`config.mk`:
```
export PLATFORM = sky130hd
export DESIGN_NAME = rns_adder3
export DESIGN_NICKNAME = d
export VERILOG_FILES = /design/src/rtl/rns_pkg.sv /design/src/rtl/rns_reduce.sv /design/src/rtl/rns_mod_add.sv /design/src/rtl/rns_channel.sv /design/src/rtl/rns_adder3.sv
export SDC_FILE = /design/constraint.sdc
export NUM_CORES = 1
export LEC_CHECK = 0
export BUFFER_PORTS_ARGS = -buffer_cell sky130_fd_sc_hd__buf_4
export CORE_MARGIN = 4
export CORE_UTILIZATION = 31
export DETAILED_ROUTE_END_ITERATION = 8
export PLACE_DENSITY = 0.53
export SLEW_MARGIN = 5
export SYNTH_ARGS = -nofsm -noshare
export SYNTH_HDL_FRONTEND = slang
export SYNTH_SLANG_ARGS = --single-unit
```
`constraint.sdc`:
```
create_clock -name clk -period 1.1 [get_ports clk]
set_input_delay 0.055 -clock clk [delete_from_list [all_inputs] [get_ports clk]]
set_output_delay 0.055 -clock clk [all_outputs]
set_load 0.02 [all_outputs]
```
`src/rtl/rns_pkg.sv`:
```
package rns_pkg;
    localparam int unsigned OP_W    = 5;
    localparam int unsigned N_CHAN  = 3;
    localparam int unsigned MOD_0   = 3;
    localparam int unsigned MOD_1   = 5;
    localparam int unsigned MOD_2   = 7;
endpackage

```
`src/rtl/rns_reduce.sv`:
```
// Binary to residue: restoring reduction, one bit per step from the MSB.
module rns_reduce #(
    parameter int unsigned IN_W  = 5,
    parameter int unsigned MODV  = 7,
    parameter int unsigned OUT_W = 3
) (
    input  logic [IN_W-1:0]  bin_i,
    output logic [OUT_W-1:0] res_o
);
    localparam int unsigned RW = OUT_W + 1;
    localparam logic [RW-1:0] MODR = RW'(MODV);

    logic [RW-1:0] acc;

    always_comb begin
        acc = '0;
        for (int i = IN_W - 1; i >= 0; i--) begin
            acc = {acc[OUT_W-1:0], bin_i[i]};
            if (acc >= MODR) begin
                acc = acc - MODR;
            end
        end
        res_o = acc[OUT_W-1:0];
    end
endmodule

```
`src/rtl/rns_mod_add.sv`:
```
// Adds two residues already below MODV; one conditional subtraction.
module rns_mod_add #(
    parameter int unsigned MODV = 7,
    parameter int unsigned W    = 3
) (
    input  logic [W-1:0] x_i,
    input  logic [W-1:0] y_i,
    output logic [W-1:0] s_o
);
    localparam logic [W:0] MODR = (W + 1)'(MODV);

    logic [W:0] raw;

    always_comb begin
        raw = {1'b0, x_i} + {1'b0, y_i};
        if (raw >= MODR) begin
            raw = raw - MODR;
        end
        s_o = raw[W-1:0];
    end
endmodule

```
`src/rtl/rns_channel.sv`:
```
// One residue channel: forward conversion of both operands, then modular add.
module rns_channel #(
    parameter int unsigned IN_W = 5,
    parameter int unsigned MODV = 7,
    parameter int unsigned W    = 3
) (
    input  logic [IN_W-1:0] a_i,
    input  logic [IN_W-1:0] b_i,
    output logic [W-1:0]    sum_o
);
    logic [W-1:0] ra;
    logic [W-1:0] rb;

    rns_reduce #(.IN_W(IN_W), .MODV(MODV), .OUT_W(W)) u_red_a (
        .bin_i (a_i),
        .res_o (ra)
    );

    rns_reduce #(.IN_W(IN_W), .MODV(MODV), .OUT_W(W)) u_red_b (
        .bin_i (b_i),
        .res_o (rb)
    );

    rns_mod_add #(.MODV(MODV), .W(W)) u_add (
        .x_i (ra),
        .y_i (rb),
        .s_o (sum_o)
    );
endmodule

```
`src/rtl/rns_adder3.sv`:
```
module rns_adder3 #(
    parameter int unsigned OPW  = rns_pkg::OP_W,
    parameter int unsigned MOD0 = rns_pkg::MOD_0,
    parameter int unsigned MOD1 = rns_pkg::MOD_1,
    parameter int unsigned MOD2 = rns_pkg::MOD_2
) (
    input  logic                     clk,
    input  logic                     rst_n,
    input  logic                     in_valid,
    input  logic [OPW-1:0]           op_a,
    input  logic [OPW-1:0]           op_b,
    output logic                     out_valid,
    output logic [$clog2(MOD0)-1:0]  sum_p0,
    output logic [$clog2(MOD1)-1:0]  sum_p1,
    output logic [$clog2(MOD2)-1:0]  sum_p2
);
    localparam int unsigned W0   = $clog2(MOD0);
    localparam int unsigned W1   = $clog2(MOD1);
    localparam int unsigned W2   = $clog2(MOD2);
    localparam int unsigned WMAX = (W0 > W1) ? ((W0 > W2) ? W0 : W2)
                                             : ((W1 > W2) ? W1 : W2);
    localparam int unsigned NCH  = rns_pkg::N_CHAN;

    typedef struct packed {
        logic          vld;
        logic [W0-1:0] r0;
        logic [W1-1:0] r1;
        logic [W2-1:0] r2;
    } state_t;

    state_t st_d;
    state_t st_q;

    logic [WMAX-1:0] ch_sum [NCH];

    for (genvar g = 0; g < NCH; g++) begin : g_chan
        localparam int unsigned PM = (g == 0) ? MOD0 : (g == 1) ? MOD1 : MOD2;
        localparam int unsigned PW = $clog2(PM);
        logic [PW-1:0] s_loc;

        rns_channel #(.IN_W(OPW), .MODV(PM), .W(PW)) u_ch (
            .a_i   (op_a),
            .b_i   (op_b),
            .sum_o (s_loc)
        );

        assign ch_sum[g] = WMAX'(s_loc);
    end

    always_comb begin
        st_d     = st_q;
        st_d.vld = in_valid;
        if (in_valid) begin
            st_d.r0 = ch_sum[0][W0-1:0];
            st_d.r1 = ch_sum[1][W1-1:0];
            st_d.r2 = ch_sum[2][W2-1:0];
        end
    end

    always_ff @(posedge clk or negedge rst_n) begin
        if (!rst_n) begin
            st_q <= '0;
        end else begin
            st_q <= st_d;
        end
    end

    assign out_valid = st_q.vld;
    assign sum_p0    = st_q.r0;
    assign sum_p1    = st_q.r1;
    assign sum_p2    = st_q.r2;
endmodule

```
== After elaboration in Yosys (flattened, before gate mapping) ==
Cells that the tools add are included.

* Magnitude comparators: 23
* Multiplexer cells: 23
* Add/sub/neg operators: 26

{| class="wikitable"
|+ Operator list
! cell !! count
|-
| two-way mux 3 bit || 14
|-
| subtractor 3 bit, second input constant || 14
|-
| >= comparator 4 x 3 -> 1 bit, second input constant || 10
|-
| >= comparator 3 x 2 -> 1 bit, second input constant || 7
|-
| two-way mux 2 bit || 9
|-
| subtractor 2 bit, second input constant || 9
|-
| >= comparator 3 bit, second input constant || 4
|-
| adder 3 x 3 -> 4 bit || 2
|-
| >= comparator 2 bit, second input constant || 2
|-
| adder 2 x 2 -> 3 bit || 1
|}

* Register bits: 9
* Output and inout port bits: 9
* Input bits: 13
* Logic and storage cells: 76

== Depth between registers and ports, before layout ==
* Depth in word-level cells: 11
* Gate-level depth with buffers: 24

== Modules after synthesis ==
From an unflattened synthesis, not the netlist that was laid out.

* Cells, all modules: 268
* Area, all modules: 2481.1 µm²

{| class="wikitable"
|+ By module, submodules not included
! module !! sequential area each (µm²) !! times used !! area an instance (µm²) !! cells an instance
|-
| rns_reduce at g_chan[1].u_ch.u_red_a ... || 0.0 || 2 || 312.8 || 38
|-
| rns_reduce at g_chan[2].u_ch.u_red_a ... || 0.0 || 2 || 310.3 || 36
|-
| rns_reduce at g_chan[0].u_ch.u_red_a ... || 0.0 || 2 || 226.5 || 27
|-
| rns_adder3 || 225.2 || 1 || 356.6 || 18
|-
| rns_mod_add at g_chan[1].u_ch.u_add || 0.0 || 1 || 167.7 || 18
|-
| rns_mod_add at g_chan[2].u_ch.u_add || 0.0 || 1 || 165.2 || 19
|-
| rns_mod_add at g_chan[0].u_ch.u_add || 0.0 || 1 || 92.6 || 11
|}

== Least setup slack after synthesis ==
No wires, ideal clock.

* Kind: in2reg
* Start point: input op_a[2]
* End point: register st_q (netlist bit sum_p2[0])
* Setup time: 125 ps
* Stages: 21
* Path buffers: 1
* Data arrival time: 4189 ps
* Required time: 975 ps
* Slack: -3214 ps
* Cells stage by stage: ha_1 ha_1 buf_2 or2b_1 o21ai_0 ha_1 a21boi_0 xnor2_1 ha_1 a221oi_1 nor3_1 a221oi_4 xnor2_1 ha_1 inv_1 fa_1 inv_1 ha_1 a221oi_1 xnor2_1 mux2_2

* Cells in the longest elaborated chain, start to end: 9
* Elaborated cells on any way between the ends: 13

{| class="wikitable"
|+ RTL lines
! what !! line !! source
|-
| from (decl) || rns_adder3.sv:10 || <nowiki>input logic [OPW-1:0] op_a,</nowiki>
|-
| subtractor 3 bit / >= comparator 3 bit (equally long branches) || rns_reduce.sv:20, rns_reduce.sv:19 ||
|-
| two-way mux 3 bit (*) || rns_reduce.sv:19 || <nowiki>if (acc >= MODR) begin</nowiki>
|-
| >= comparator 4 x 3 -> 1 bit / subtractor 3 bit (equally long branches) || rns_reduce.sv:19, rns_reduce.sv:20 ||
|-
| two-way mux 3 bit (*) || rns_reduce.sv:19 ||
|-
| >= comparator 4 x 3 -> 1 bit / subtractor 3 bit (equally long branches) || rns_reduce.sv:19, rns_reduce.sv:20 ||
|-
| two-way mux 3 bit (*) || rns_reduce.sv:19 ||
|-
| adder 3 x 3 -> 4 bit (*) || rns_mod_add.sv:15 || <nowiki>raw = {1'b0, x_i} + {1'b0, y_i};</nowiki>
|-
| >= comparator 4 x 3 -> 1 bit / subtractor 3 bit (equally long branches) || rns_mod_add.sv:16, rns_mod_add.sv:17 ||
|-
| two-way mux 3 bit (*) || rns_mod_add.sv:16 || <nowiki>if (raw >= MODR) begin</nowiki>
|-
| to (signal assigned) || rns_adder3.sv:64 || <nowiki>st_q <= st_d;</nowiki>
|-
| to (decl) || rns_adder3.sv:32 || <nowiki>state_t st_q;</nowiki>
|}

Every way passes the cells marked *; elsewhere a longest branch is shown, timed or not.
A chain may end at the register's enable or synchronous reset.

== Worst setup path after layout ==
Same ends and word-level chain as after synthesis.

==> results.txt <==
- Traced cell by cell, the critical path runs through buf_12 > ha_4 > ha_4 > or2b_1 > o21ai_2 > ha_2 > a21boi_2 > xnor2_2 > ha_4 > a221oi_4 > nor3_4 > a221oi_4 > xnor2_1 > ha_2 > inv_2 > fa_1 > inv_2 > ha_4 > a221oi_4 > xnor2_2 > mux2_4.
- Busiest layer in global routing: met2
- Relative area change from synthesis to final layout: 80.8%
- Data on the critical path is required at its endpoint by 1.21 ns.
* Clock net sink count: 9
- Final-report hold violation count: 0
- The die is 92.4 um tall.
- Run status: finished with violations
* CTS Buf Count: 3
- The first global-routing pass estimated 9900 um of wire.
- Sum of internal, switching and leakage power: 5.71 mW
- Number of buffers between clock root and the deepest sink: 2
- Number of global-route vias before repair: 2340
- Path category of the worst min-delay check: in2reg
* Power per standard cell area: 1430 mW/mm2
- VDD sags by at most 0.00174 V.
* Antenna violations before repair: 0
* Number of fill cells in the layout: 607
- In the final design database the tool counted 458 nets.
* Highest clock frequency the design can meet: 0.267 GHz
- From left edge to right edge, the die measures 92.4 um.
- Clock tree from TritonCTS: built
* # H-tree levels: 1
- Weighted congestion reported at the end of routability-driven placement: 0.799
- After floorplanning, the core was divided into 30 placement rows.
- In the synthesized netlist, the number of instances is 262.
- The mapped netlist covers 0.00221 mm2.
- Data on the critical path arrives at its endpoint at 3.86 ns.
- At the later pin of the worst-skew pair, clock insertion delay measures 0.23 ns.
- DR vias: 2416
- In this run the clock root is driven by a clkbuf_8.
- Remaining global-route overflow: 0
- YS warnings: 0
* Number of top-level design ports: 22
- The worst setup path is captured at a flop.
* Antenna diode count: 0
- Measured on the finished design, the core utilization comes to 0.581.
* Worst stage delay on the critical path: 0.53 ns
* Most frequent cell on the critical path: ha_4
- Input and output buffers added on the ports amount to 21.
* RSZ-0062 raised after global routing: true
* Synth top area cells: ha_1 (22%), dfrtp_1 (10%), mux2i_1 (5.4%)
* Die ar.: 0.00854 mm2
- The finished layout holds 498 standard cells, fillers aside.
- Initial Utilization: 0.321
- Most frequent cell after synthesis: ha_1
- Critical Setup Path Class: in2reg
* Max-cap viol count: 0
* Measured slew at the worst slew-check pin: 0.397 ns
- Total Routing Usage GR: 0.134
* Drt first pass iters: 4
* Clock input transition at the sequential cells of the worst setup and hold paths: 0.05 ns
- For this run, the register share of the synthesized area comes to 0.102.
- Of all nets on the critical path, the largest fanout is 4.
- The checks that failed: setup timing.
- Master of the slowest instance on the critical path: fa_1
- The worst register-to-register path has a setup slack of 0.26 ns.
* Met2 track demand over resource in global routing: 0.248
- Most common flop cell mapped by yosys: dfrtp_1
* Worst reg2reg startpoint: sum_p1[2]$_DFFE_PN0P_
- Leak Pwr: 1.82 nW
- The worst hold path begins at in_valid.
- A synthesized cell averages 8.43 um2.
* Placed wire-length estimate after detailed placement: 4570 um
* Routed wire length per instance: 11.7 um
* Number of enable flip-flop cells after synthesis: 0
- After synthesis, the share of flip-flops with an asynchronous set or reset is 1.00.
- After detailed routing, the number of remaining DRC violations is 0.
- Final Critical Period: 3.75 ns
- For this block, the routed nets add up to 5850 um of wire.
* Remaining number of nets flagged by the antenna check after routing: 0
- Drt first-iter violations: 54
- Library cells used by synthesis: 56
* Yosys reg bits: 9
- Hold timing on the final database bottoms out at a slack of 0.0590 ns.
- Final slew viol count: 0
- Entering global routing, the biggest net connects 14 pins.
- Post-route clock period utilization: 3.41
* Most instantiated cells after synthesis: ha_1 (39), inv_1 (18), nor2_1 (18)
* Critical path destination: sum_p2[0]$_DFFE_PN0P_
* Biggest area consumer among synthesized cells: ha_1
* Endpoint of the most critical register-to-register path: sum_p1[2]$_DFFE_PN0P_
* Fraction of layout instances using a drive strength above 1: 0.614
- Number of cells after detailed placement: 471
* Remaining max-slew budget at the tightest pin: 0.733
* Layout Skew: 0 ns
* Total nets after synthesis: 317
- Met3 track demand over resource in global routing: 0.0130
* Endpoints failing setup: 8
- Using the TritonRoute via totals, the vias-per-cell ratio works out to 4.85.
- The worst setup path is launched from an input pin.
- For met1 alone, demand over resource in global routing was 0.175.
* Core region area: 0.00687 mm2
* Reg2Reg Depth: 2
- In this run the worst setup path begins at op_a[2].
- Final worst-path setup slack: -2.65 ns
* Top cell type's share of synthesized area: 0.221
worst min-delay path by stage:
stage                                  to  slack, ns  cells past startpoint
floorplan             out_valid$_DFF_PN0_      -0.24                      0
global placement    sum_p0[0]$_DFFE_PN0P_      -0.12                      1
detailed placement  sum_p1[1]$_DFFE_PN0P_      -0.12                      1
CTS                   out_valid$_DFF_PN0_       0.05                      1
global route          out_valid$_DFF_PN0_       0.05                      1
finish                out_valid$_DFF_PN0_       0.06                      1
critical path, delay by kind of cell:
kind	cells	cell delay, ns
adders and majority gates	7	1.62
AOI/OAI and AO/OA	5	0.99
xor gates and xnor gates	3	0.43
and+or+nand+nor	2	0.32
muxes	1	0.26
buffers and inverters	3	0.21
flip-flops by register name, summed over array words and instances, names as in the netlist:
signal	flops
sum_p2	3
sum_p1	3
sum_p0	2
out_valid	1
layer usage:
| metal | wire [um] | up-vias | part of all wire |
|---|---|---|---|
| li1 | - | 1259 | - |
| met1 | 2700 | 1139 | 0.46 |
| met2 | 3050 | 18 | 0.52 |
| met3 | 98 | 0 | 0.017 |
| met4 | 0 | 0 | 0 |
| met5 | 0 | - | 0 |
where the power goes:
| part | internal [mW] | total (mW) | switching, mW |
|---|---|---|---|
| Combinational | 2.66 | 4.75 | 2.09 |
| Sequential | 0.492 | 0.581 | 0.0890 |
| Clock | 0.253 | 0.384 | 0.132 |
final cells by class:
cell class	count	area, um2	share of cell area
well taps	96	120	0.0301
multi-input cells	226	2370	0.594
inverters	18	75.1	0.0188
clock buffers	4	45.0	0.0113
flip-flops and latches	9	225	0.0564
repair buffers	145	1150	0.289
per-stage QoR:
stage	setup slack (ns)	setup TNS, ns	area [um2]
6_report	-2.65	-20.63	3990
4_1_cts	-2.64	-20.63	3730
3_5_place_dp	-3.12	-23.99	3410
2_1_floorplan	-2.83	-21.34	2440
5_1_grt	-2.88	-22.44	3990
3_3_place_gp	-3.03	-23.78	3410
placed cells by master, fill, tap and decap left out, types with 8 or more instances in the layout:
cell type  count
a21oi_1       11
buf_4        135
dfrtp_1        9
ha_1          12
ha_2          17
ha_4          10
inv_1         12
mux2i_1        8
nand2_1        9
nor2_1        15
nor2b_1        8
repair_timing:
action	CTS	global route
endpoints found under the hold margin	9	0
buffers inserted	10	12
pin swaps	41	15
setup endpoints to repair	8	8
hold buffers	1	0
resized for setup	43	30
cells by family after synthesis:
| kind of cell | Yosys count | synth area share |
|---|---|---|
| AOI/OAI and AO/OA | 81 | 0.263 |
| xor gates and xnor gates | 14 | 0.0555 |
| adders and majority gates | 42 | 0.248 |
| buffers and inverters | 27 | 0.0589 |
| DFF | 9 | 0.102 |
| muxes | 21 | 0.105 |
| and+or+nand+nor | 68 | 0.167 |
Power figures use the tool's default switching activity.
